`config.mk`:
```
export PLATFORM = sky130hd
export DESIGN_NAME = por_reset_seq
export DESIGN_NICKNAME = d
export VERILOG_FILES = /design/src/rtl/por_seq_pkg.sv /design/src/rtl/por_delay_cnt.sv /design/src/rtl/por_first_latch.sv /design/src/rtl/por_rise_pulse.sv /design/src/rtl/por_low_stretch.sv /design/src/rtl/por_reset_seq.sv
export SDC_FILE = /design/constraint.sdc
export NUM_CORES = 1
export LEC_CHECK = 0
export BUFFER_PORTS_ARGS = -buffer_cell sky130_fd_sc_hd__buf_2
export CAP_MARGIN = 30
export CELL_PAD_IN_SITES_DETAIL_PLACEMENT = 1
export CELL_PAD_IN_SITES_GLOBAL_PLACEMENT = 1
export CORE_AREA = 2 2 39 41
export CTS_BUF_LIST = sky130_fd_sc_hd__clkbuf_8 sky130_fd_sc_hd__clkbuf_16
export DETAILED_ROUTE_END_ITERATION = 8
export DIE_AREA = 0 0 41 43
export GPL_TIMING_DRIVEN = 0
export PLACE_DENSITY = 0.37
export SYNTH_ARGS = -nofsm -noshare
export SYNTH_HDL_FRONTEND = slang
export SYNTH_SLANG_ARGS = --single-unit
```
`constraint.sdc`:
```
create_clock -name clk_i -period 2.36 [get_ports clk_i]
set_input_delay 0.118 -clock clk_i [delete_from_list [all_inputs] [get_ports clk_i]]
set_output_delay 0.118 -clock clk_i [all_outputs]
set_load 0.03 [all_outputs]
```
`src/rtl/por_seq_pkg.sv`:
```
package por_seq_pkg;
  localparam int unsigned DEF_CNT_W     = 20;
  localparam int unsigned DEF_TERM_CNT  = 250;
  localparam int unsigned DEF_PULSE_LEN = 5;
endpackage

```
`src/rtl/por_delay_cnt.sv`:
```
module por_delay_cnt #(
  parameter int unsigned CNT_W    = por_seq_pkg::DEF_CNT_W,
  parameter int unsigned TERM_CNT = por_seq_pkg::DEF_TERM_CNT
) (
  input  logic             clk_i,
  input  logic             en_i,
  output logic [CNT_W-1:0] cnt_o,
  output logic             wrap_o
);
  localparam logic [CNT_W-1:0] LAST = CNT_W'(TERM_CNT - 1);

  logic [CNT_W-1:0] cnt_q = '0;
  logic             at_last;

  assign at_last = (cnt_q == LAST);
  assign wrap_o  = en_i && at_last;
  assign cnt_o   = cnt_q;

  always_ff @(posedge clk_i) begin
    if (en_i) begin
      if (at_last) cnt_q <= '0;
      else         cnt_q <= cnt_q + 1'b1;
    end
  end
endmodule

```
`src/rtl/por_first_latch.sv`:
```
module por_first_latch (
  input  logic clk_i,
  input  logic set_i,
  output logic flag_o
);
  logic flag_q = 1'b0;

  always_ff @(posedge clk_i) begin
    if (set_i) flag_q <= 1'b1;
  end

  assign flag_o = flag_q;
endmodule

```
`src/rtl/por_rise_pulse.sv`:
```
module por_rise_pulse (
  input  logic clk_i,
  input  logic lvl_i,
  output logic pulse_o
);
  logic prev_q  = 1'b0;
  logic pulse_q = 1'b0;

  always_ff @(posedge clk_i) begin
    prev_q  <= lvl_i;
    pulse_q <= lvl_i && !prev_q;
  end

  assign pulse_o = pulse_q;
endmodule

```
`src/rtl/por_low_stretch.sv`:
```
module por_low_stretch #(
  parameter int unsigned PULSE_LEN = por_seq_pkg::DEF_PULSE_LEN
) (
  input  logic clk_i,
  input  logic trig_i,
  output logic rst_no
);
  localparam int unsigned SW = $clog2(PULSE_LEN + 1);
  localparam logic [SW-1:0] LOAD = SW'(PULSE_LEN);

  logic [SW-1:0] left_q = '0;

  always_ff @(posedge clk_i) begin
    if (trig_i)              left_q <= LOAD;
    else if (left_q != '0)   left_q <= left_q - 1'b1;
  end

  assign rst_no = (left_q == '0);
endmodule

```
`src/rtl/por_reset_seq.sv`:
```
module por_reset_seq #(
  parameter int unsigned CNT_W     = por_seq_pkg::DEF_CNT_W,
  parameter int unsigned TERM_CNT  = por_seq_pkg::DEF_TERM_CNT,
  parameter int unsigned PULSE_LEN = por_seq_pkg::DEF_PULSE_LEN,
  parameter bit          USE_LOCK  = 1'b1
) (
  input  logic clk_i,
  input  logic lock_i,
  output logic rst_no
);
  logic             cnt_en;
  logic [CNT_W-1:0] cnt_w;
  logic             wrap_w;
  logic             armed_w;
  logic             pulse_w;

  generate
    if (USE_LOCK) begin : g_lock
      assign cnt_en = lock_i;
    end else begin : g_free
      assign cnt_en = 1'b1;
    end
  endgenerate

  por_delay_cnt #(.CNT_W(CNT_W), .TERM_CNT(TERM_CNT)) u_cnt (
    .clk_i (clk_i),
    .en_i  (cnt_en),
    .cnt_o (cnt_w),
    .wrap_o(wrap_w)
  );

  por_first_latch u_arm (
    .clk_i (clk_i),
    .set_i (wrap_w),
    .flag_o(armed_w)
  );

  por_rise_pulse u_edge (
    .clk_i  (clk_i),
    .lvl_i  (armed_w),
    .pulse_o(pulse_w)
  );

  por_low_stretch #(.PULSE_LEN(PULSE_LEN)) u_str (
    .clk_i (clk_i),
    .trig_i(pulse_w),
    .rst_no(rst_no)
  );
endmodule

```
## Yosys cells after proc, flatten, opt, wreduce, memory -nomap -nowiden

Index checks and enable logic that the tools add are counted.

- Register bits: 3
- Input port bits: 2
- Output and inout bits: 1
- Logic and storage cells: 4

- $add $sub $neg: 1
- Reductions and logical operators: 2

Operators by type and width:

| cell | number |
|---|---|
| $logic_not 3->1 | 1 |
| $reduce_bool 3->1 | 1 |
| $sub 3x1->3 const B | 1 |

## Depth between registers and ports, before layout

Gate-level depths: netlist of the first run.

- Word-level depth: 1
- Mapped depth: 3
- Gate-level depth less buffers: 3

## Modules after synthesis

Synthesis of the first run repeated with hierarchy kept, for this count alone.

- Cell total of the unflattened synthesis: 108
- Area, all modules: 1281.2 um2

By module, submodules not included:

| module | instances | cells each | area each (um2) | seq. area each (um2) |
|---|---|---|---|---|
| por_delay_cnt | 1 | 87 | 1057.3 | 600.6 |
| por_low_stretch | 1 | 16 | 158.9 | 60.1 |
| por_rise_pulse | 1 | 3 | 53.8 | 40.0 |
| por_first_latch | 1 | 2 | 11.3 | 0.0 |

## Worst setup path after synthesis of the first run

Ideal clock, no wire load.

- Path type: register -> output
- From: reg u_str.left_q[0]
- To: out rst_no
- Arrival time: 1041 ps
- Data required time: 2242 ps
- Setup slack: 1201 ps
- Stages on the path, launching flop included: 4
- Path buffers: 0
- Path through: edfxtp_1 inv_1 ha_1 nor2b_1

- Word-level cells in the longest chain between the ends: 1

Ends and longest elaborated chain:

| element | RTL line | text |
|---|---|---|
| start, declared | por_low_stretch.sv:11 | `logic [SW-1:0] left_q = '0;` |
| start signal, assigned | por_low_stretch.sv:15 | `else if (left_q != '0) left_q <= left_q - 1'b1;` |
| $logic_not 3->1 | por_low_stretch.sv:18 | `assign rst_no = (left_q == '0);` |
| end, declared | por_reset_seq.sv:9 | `output logic rst_no` |

Every way passes these cells.

## Worst setup path in the final report of the first run

Ends and elaborated chain as after synthesis.

==> results.cfg, run 1 <==
[die]
io_pins = 3
fp.coreArea_mm2 = 0.00138
die_height_um = 43
num_rows = 14
fp.dieArea_mm2 = 0.00176
starting_density_of_the_core_pct = 10.7
die-width_um = 41

[place]
place.gp.congestion = 0.592
placed_cell_area_um2 = 173
port_buffers = 1
dpl_worst_slack_ns = 1.30

[timing]
period_needed_ns = 1.27
max_freq_mhz = 790
finalHoldViolCount = 0
max_slew.worst_pin.slew_ns = 0.161
rsz_0062_raised_after_global_routing = no
setup_violating_endpoint_count_in_the_final_report = 0
final.setup_skew_ns = 0.00138
finalMaxSlewViolations = 0
final_critical_path_setup_slack_ns = 1.09
post-route-period-util_pct = 53.6
setup_total_negative_slack_ns = 0
worst_slew_margin_rel_pct = 89.2

[clocking]
cts_tree = done
post_cts_hold_buffer_count = 0
numCtsBuffers = 3
htree_levels = 1
clockRootBuffer = sky130_fd_sc_hd__clkbuf_8
cts_repair_resize_count = 0
post_cts_buffers = 0
cts-root-to-sink-buffers = 2
clock_sink_count = 3
clkLatencyLatePin_ns = 0.21
clk_pin_slew_ns = 0.03

[finish]
fraction_of_layout_instances_using_a_drive_strength_above_1_pct = 25.0
largest_register_ffs = 3
reg.largest.list = u_str.left_q (3)
antenna_cells_inserted = 0
final_core_utilization_pct = 15.7
final_area_um2 = 218
area_growth_pct = 47.5
mostFrequentLayoutCells = sky130_fd_sc_hd__inv_1, sky130_fd_sc_hd__clkbuf_8, sky130_fd_sc_hd__edfxtp_1
registers.top_by_ff_count = u_str.left_q
nNetsFinal = 21
layout.cells.most_common = sky130_fd_sc_hd__inv_1

[global_route]
via_count_of_the_first_global_routing_pass = 105
groute.usage.overall_pct = 4.23
grt_overflow = 0
grt_start_max_net_pins = 4
grt_pass1_wl_um = 393
grt_antenna_before_repair = 0

[setup_path]
cp-end-kind = output pin
cp-start-kind = flip-flop
critical_path_max_stage_delay_ns = 0.35
worstPathCellList = inv_1 > ha_1 > nor2b_1 > buf_2
reg2reg_depth = 3
path_class = reg2out
regToRegStartpoint = u_str.left_q[0]
setup.reg_to_reg.worst_slack_ns = 1.33
critical-path-slowest-cell = sky130_fd_sc_hd__edfxtp_1
crit-reg2reg-capture = u_str.left_q[0]
critical_path.max_fanout = 3
required_ns = 2.24
crit_arrival_ns = 1.15

[logic_synthesis]
synthesis.nets = 15
synth.yosys.seq_area_share_pct = 61.0
post_synth_inst_count = 11
synth_cell_type_count = 6
synth.cell_area_um2 = 148
ys_seq_elements = 3
post_synth.cell_area_avg_um2 = 13.4
synth.yosys.warnings = 0

[outcome]
outcome = complete, no violations

[pwr]
power.static_leakage_uw = 0.000105
vdd.ir_drop.worst_uv = 356
power.density_mw_per_mm2 = 919

[drt]
drt_first_iter_violations = 3
postRouteWirelength_um = 216
route.detailed.vias_per_inst = 2.69
route.detailed.drc = 0
route.antenna.remaining_nets = 0
drt_pre_antenna_iters = 2
vias = 86
wl_per_cell_um = 6.75

[min_path]
timing.hold.worst_endpoint = u_str.left_q[0]
hold_path_depth = 1
hold_path_startpoint = u_str.left_q[0]
holdCritPathClass = reg2reg

[flow_run]
cap_viol_max_count = 0
critical path: cells and delay by family, from the launching register on:
| family | cells | cell delay (ns) |
|---|---|---|
| and+or+nand+nor | 1 | 0.12 |
| adders and majority gates | 1 | 0.17 |
| DFF | 1 | 0.35 |
| buffers and inverters | 2 | 0.30 |
metal layers:
layer / wire, um / GRT usage [%] / up-vias
met5: 0 / 0 / -
met4: 0 / 4.00 / 0
met3: 24 / 6.28 / 0
met2: 100 / 4.38 / 4
met1: 91 / 3.25 / 39
li1: - / - / 43
logic make-up (layout without fill, tap and decap cells):
kind of cell | Yosys count | in the layout | synth area share, %
adders and majority gates | 2 | 2 | 16.9
DFF | 3 | 3 | 61.0
xor gates and xnor gates | 1 | 1 | 5.93
and+or+nand+nor | 2 | 2 | 8.48
buffers and inverters | 3 | 8 | 7.63
per-stage QoR:
step,cells,hold slack [ns],power [uW]
finish,32,0.551,200
global route,32,0.591,214
CTS,32,0.560,205
detailed placement,28,0.555,58.8
global placement,28,0.538,58.8
floorplan,11,0.527,58.8
power breakdown:
part | switching, uW | internal (uW) | leakage [uW]
registers | 0 | 58.2 | 0.0000349
logic | 0 | 0 | 0.0000435
clock network | 31.4 | 110 | 0.0000269
total | 31.4 | 169 | 0.000105
how the worst max path moves through the flow:
| stage | from | end | slack [ns] | cells past startpoint |
|---|---|---|---|---|
| detailed placement | u_str.left_q[0] | rst_no | 1.30 | 4 |
| global placement | u_str.left_q[0] | rst_no | 1.32 | 4 |
| floorplan | u_str.left_q[0] | rst_no | 1.20 | 3 |
| CTS | u_str.left_q[0] | rst_no | 1.07 | 4 |
| finish | u_str.left_q[0] | rst_no | 1.09 | 4 |
| global route | u_str.left_q[0] | rst_no | 0.95 | 4 |
Yosys cell counts (all sizes together):
cell    instances  area, um^2
edfxtp          3        90.1
ha              2        25.0
inv             3        11.3
nand2b          1        6.26
nor2b           1        6.26
xor2            1        8.76
area by class of cell:
type | instances | area (um^2)
Inverter | 3 | 11.3
Sequential cell | 3 | 90.1
Tap cell | 16 | 20.0
Clock inverter | 1 | 3.75
Timing Repair Buffer | 1 | 5.00
Fill cell | 160 | 1170
Multi-Input combinational cell | 5 | 46.3
Clock buffer | 3 | 41.3
Power figures use the tool's default switching activity.
==> run 2, diff against run 1 <==
==> constraint.sdc (replaced) <==
create_clock -name clk_i -period 1.1 [get_ports clk_i]
set_input_delay 0.055 -clock clk_i [delete_from_list [all_inputs] [get_ports clk_i]]
set_output_delay 0.055 -clock clk_i [all_outputs]
set_load 0.03 [all_outputs]
==> results.cfg, run 2 (same netlist as run 1, synthesis figures left out) <==
[finish]
nNetsFinal = 23
reg.largest.list = u_str.left_q (3)
largest_register_ffs = 3
fraction_of_layout_instances_using_a_drive_strength_above_1_pct = 61.1
final_area_um2 = 272
mostFrequentLayoutCells = sky130_fd_sc_hd__clkbuf_8, sky130_fd_sc_hd__edfxtp_1
registers.top_by_ff_count = u_str.left_q
finalNonFillerCells = 34
antenna_cells_inserted = 0
fill_cells = 159
area_growth_pct = 83.9

[outcome]
outcome = complete, but fails checks
violations_in_the_final_reports = setup timing

[pwr]
power.static_leakage_uw = 0.000111
totalPowerFinal_uw = 429
vdd.ir_drop.worst_uv = 768
power.density_mw_per_mm2 = 1580

[clocking]
htree_levels = 1
clk_pin_slew_ns = 0.03
post_cts_hold_buffer_count = 0
clockRootBuffer = sky130_fd_sc_hd__clkbuf_8
clock_sink_count = 3
numCtsBuffers = 3
cts_tree = done
cts-root-to-sink-buffers = 2
clkLatencyLatePin_ns = 0.21

[setup_path]
setup.reg_to_reg.worst_slack_ns = 0.04
cp-end-kind = output pin
crit_arrival_ns = 1.07
required_ns = 1.04
path_class = reg2out
critical_path.max_fanout = 2
cp-start-kind = flip-flop

[drt]
drt_first_iter_violations = 3
vias = 99
route.detailed.vias_per_inst = 2.91
route.detailed.drc = 0
route.antenna.remaining_nets = 0
drt_pre_antenna_iters = 2
wl_per_cell_um = 9.53
postRouteWirelength_um = 324

[timing]
max_slew.worst_pin.slew_ns = 0.176
final_critical_path_setup_slack_ns = -0.0244
finalMaxSlewViolations = 0
setup_violating_endpoint_count_in_the_final_report = 1
final.setup_skew_ns = 0.00135
rsz_0062_raised_after_global_routing = yes
post-route-period-util_pct = 102
period_needed_ns = 1.12
finalHoldViolCount = 0
worst_slew_margin_rel_pct = 88.2
max_freq_mhz = 889

[die]
fp.dieArea_mm2 = 0.00176
io_pins = 3
die_height_um = 43
starting_density_of_the_core_pct = 10.7
fp.coreArea_mm2 = 0.00138
die-width_um = 41
num_rows = 14

[global_route]
grt_start_max_net_pins = 4
groute.usage.overall_pct = 5.34
grt_antenna_before_repair = 0
grt_pass1_wl_um = 524
grt_overflow = 0
via_count_of_the_first_global_routing_pass = 125

[place]
port_buffers = 1
place.gp.congestion = 0.592
post-place-cells = 28
placed_cell_area_um2 = 173
dpl_worst_slack_ns = 0.0585

[min_path]
holdCritPathClass = reg2reg

[flow_run]
cap_viol_max_count = 0
-- run 2: cell type report --
type	count	area (um^2)	share of cell area (%)
well taps	16	20.0	7.37
clock inverters	1	3.75	1.38
repair buffers	3	26.3	9.68
inverters	3	11.3	4.15
clock buffers	3	41.3	15.2
multi-input cells	5	78.8	29.0
flip-flops and latches	3	90.1	33.2
-- run 2: metal layers --
metal / routed length [um] / up-vias / GRT usage [%]
met5: 0 / - / 0
met4: 0 / 0 / 4.00
met3: 36 / 0 / 6.28
met2: 185 / 4 / 6.25
met1: 102 / 48 / 4.87
li1: - / 47 / -
-- run 2: where the power goes --
part           switching (uW)  internal [uW]
clock                    67.6            237
sequential                  0            125
combinational               0              0
-- run 2: critical path, stage by stage (launching register included) --
cell and delay, ns:
sky130_fd_sc_hd__edfxtp_1 0.37, sky130_fd_sc_hd__inv_2 0.10, sky130_fd_sc_hd__ha_4 0.13, sky130_fd_sc_hd__nor2b_4 0.13
sky130_fd_sc_hd__buf_6 0.13
-- run 2: worst paths after layout --
kind | start | endpoint | cells after the start
min reg2reg | u_str.left_q[2] | u_str.left_q[2] | 1
min | u_str.left_q[2] | u_str.left_q[2] | 1
max | u_str.left_q[0] | rst_no | 4
max reg2reg | u_str.left_q[0] | u_str.left_q[2] | 4
-- run 2: stage by stage --
stage | utilization [%] | setup TNS, ns | hold WS, ns
after floorplan | - | 0 | 0.527
after global placement | 12.5 | 0 | 0.538
after detailed placement | 12.5 | 0 | 0.555
after CTS | 18.1 | -0.0451 | 0.620
after global routing | 19.6 | -0.101 | 0.702
final | 19.6 | -0.0244 | 0.670
-- run 2: repair_timing --
| action | CTS | global route |
|---|---|---|
| gates cloned | 0 | 0 |
| setup buffers | 2 | 0 |
| endpoints found under the setup margin | 1 | 2 |
| resized for setup | 6 | 4 |
==> run 3, diff against run 2 <==
--- a/config.mk
+++ b/config.mk
@@ -10,7 +10,6 @@
 export CELL_PAD_IN_SITES_DETAIL_PLACEMENT = 1
 export CELL_PAD_IN_SITES_GLOBAL_PLACEMENT = 1
 export CORE_AREA = 2 2 39 41
-export CTS_BUF_LIST = sky130_fd_sc_hd__clkbuf_8 sky130_fd_sc_hd__clkbuf_16
 export DETAILED_ROUTE_END_ITERATION = 8
 export DIE_AREA = 0 0 41 43
 export GPL_TIMING_DRIVEN = 0
==> constraint.sdc (replaced) <==
create_clock -name clk_i -period 1.25 [get_ports clk_i]
set_input_delay 0.0625 -clock clk_i [delete_from_list [all_inputs] [get_ports clk_i]]
set_output_delay 0.0625 -clock clk_i [all_outputs]
set_load 0.03 [all_outputs]
==> results.cfg, run 3 (same netlist as run 1, synthesis figures left out) <==
[outcome]
outcome = complete, no violations

[finish]
nNetsFinal = 22
multiInputGateArea_um2 = 66.3
area_growth_pct = 57.6
reg.largest.list = u_str.left_q (3)
final_area_um2 = 233
registers.top_by_ff_count = u_str.left_q
fill_cells = 158
final_core_utilization_pct = 16.8
antenna_cells_inserted = 0
area.sequential_um2 = 90.1
largest_register_ffs = 3
fraction_of_layout_instances_using_a_drive_strength_above_1_pct = 52.9
mostFrequentLayoutCells = sky130_fd_sc_hd__clkbuf_4, sky130_fd_sc_hd__edfxtp_1, sky130_fd_sc_hd__inv_2

[setup_path]
cp-start-kind = flip-flop
crit_arrival_ns = 1.10
critical_path.max_fanout = 3
cp-end-kind = output pin
regToRegStartpoint = u_str.left_q[0]
path_class = reg2out
required_ns = 1.19
critPathLaunch = u_str.left_q[0]
reg2reg_depth = 3

[drt]
postRouteWirelength_um = 248
wl_per_cell_um = 7.52
highest_layer = met3
met1Wirelength_um = 109
drt_first_iter_violations = 1
drt_pre_antenna_iters = 2
detailroute.wirelength.met3_um = 22
route.detailed.vias_per_inst = 2.79
vias = 92
route.antenna.remaining_nets = 0
met2_wirelength_um = 116
route.detailed.drc = 0

[pwr]
power.density_mw_per_mm2 = 1190
power.static_leakage_uw = 0.0000972
totalPowerFinal_uw = 276
vdd.ir_drop.worst_uv = 713

[timing]
setup_total_negative_slack_ns = 0
finalMaxSlewViolations = 0
setup_violating_endpoint_count_in_the_final_report = 0
post-route-period-util_pct = 93.2
max_freq_mhz = 858
period_needed_ns = 1.17
worst_slew_margin_rel_pct = 88.2
final.setup_skew_ns = 0.000247
final_critical_path_setup_slack_ns = 0.0847
max_slew.worst_pin.slew_ns = 0.176
finalHoldViolCount = 0
rsz_0062_raised_after_global_routing = no

[clocking]
cts_tree = done
post_cts_hold_buffer_count = 0
numCtsBuffers = 3
clockRootBuffer = sky130_fd_sc_hd__clkbuf_4
cts-root-to-sink-buffers = 2
clkLatencyLatePin_ns = 0.23
clk_pin_slew_ns = 0.03
htree_levels = 1
clock_sink_count = 3

[min_path]
hold_path_startpoint = u_str.left_q[2]
holdCritPathClass = reg2reg
hold_path_depth = 1

[global_route]
grt_pass1_wl_um = 365
grt_overflow = 0
grt_start_max_net_pins = 4
via_count_of_the_first_global_routing_pass = 89
groute.usage.overall_pct = 3.83
grt_antenna_before_repair = 0

[die]
starting_density_of_the_core_pct = 10.7
io_pins = 3
fp.coreArea_mm2 = 0.00138
num_rows = 14
fp.dieArea_mm2 = 0.00176
die_height_um = 43
die-width_um = 41

[place]
placed_cell_area_um2 = 173
place.gp.congestion = 0.592
dpl_worst_slack_ns = 0.208
port_buffers = 1

[flow_run]
cap_viol_max_count = 0
run 3: changes by cell type in the layout (fill, tap and decap cells not counted):
| cell | change |
|---|---|
| sky130_fd_sc_hd__ha_1 | +1 |
| sky130_fd_sc_hd__ha_4 | -1 |
| sky130_fd_sc_hd__clkbuf_1 | +1 |
| sky130_fd_sc_hd__buf_4 | -1 |
| sky130_fd_sc_hd__clkbuf_4 | +3 |
| sky130_fd_sc_hd__inv_1 | -1 |
| sky130_fd_sc_hd__clkbuf_8 | -3 |
run 3: path summary, 6_finish.rpt:
kind / endpoint / slack (ns)
worst max-delay path: rst_no / 0.08
worst min-delay path: u_str.left_q[2] / 0.67
worst max register to register: u_str.left_q[2] / 0.26
worst min register to register: u_str.left_q[2] / 0.67
run 3: metrics by stage:
stage	std cells	hold slack [ns]
2_1_floorplan	11	0.527
3_3_place_gp	28	0.538
3_5_place_dp	28	0.555
4_1_cts	32	0.562
5_1_grt	33	0.695
6_report	33	0.671
run 3: layout make-up:
type | instances | share of cell area [%]
Clock buffer | 4 | 11.3
Timing Repair Buffer | 2 | 8.06
Tap cell | 16 | 8.60
Multi-Input combinational cell | 5 | 28.5
Sequential cell | 3 | 38.7
Inverter | 3 | 4.84
run 3: power breakdown:
part	leakage [uW]	total, uW	internal, uW	switching (uW)
Clock	0.0000150	167	119	47.3
Combinational	0.0000473	0.0000473	0	0
Sequential	0.0000349	110	110	0
run 3: routing by layer:
metal / vias to the layer above / GRT usage (%)
li1: 46 / -
met1: 42 / 3.25
met2: 4 / 4.06
met3: 0 / 6.28
met4: 0 / 2.00
met5: - / 0
run 3: critical path, cell delays in order, from the launching register on:
cell                       delay, ns
sky130_fd_sc_hd__edfxtp_1       0.37
sky130_fd_sc_hd__inv_2          0.11
sky130_fd_sc_hd__ha_4           0.14
sky130_fd_sc_hd__nor2b_4        0.13
sky130_fd_sc_hd__buf_6          0.13
run 3: repair_timing:
item / in CTS / in global routing
endpoints found under the setup margin: 1 / 1
buffers inserted: 0 / 1
gates resized for setup: 1 / 7
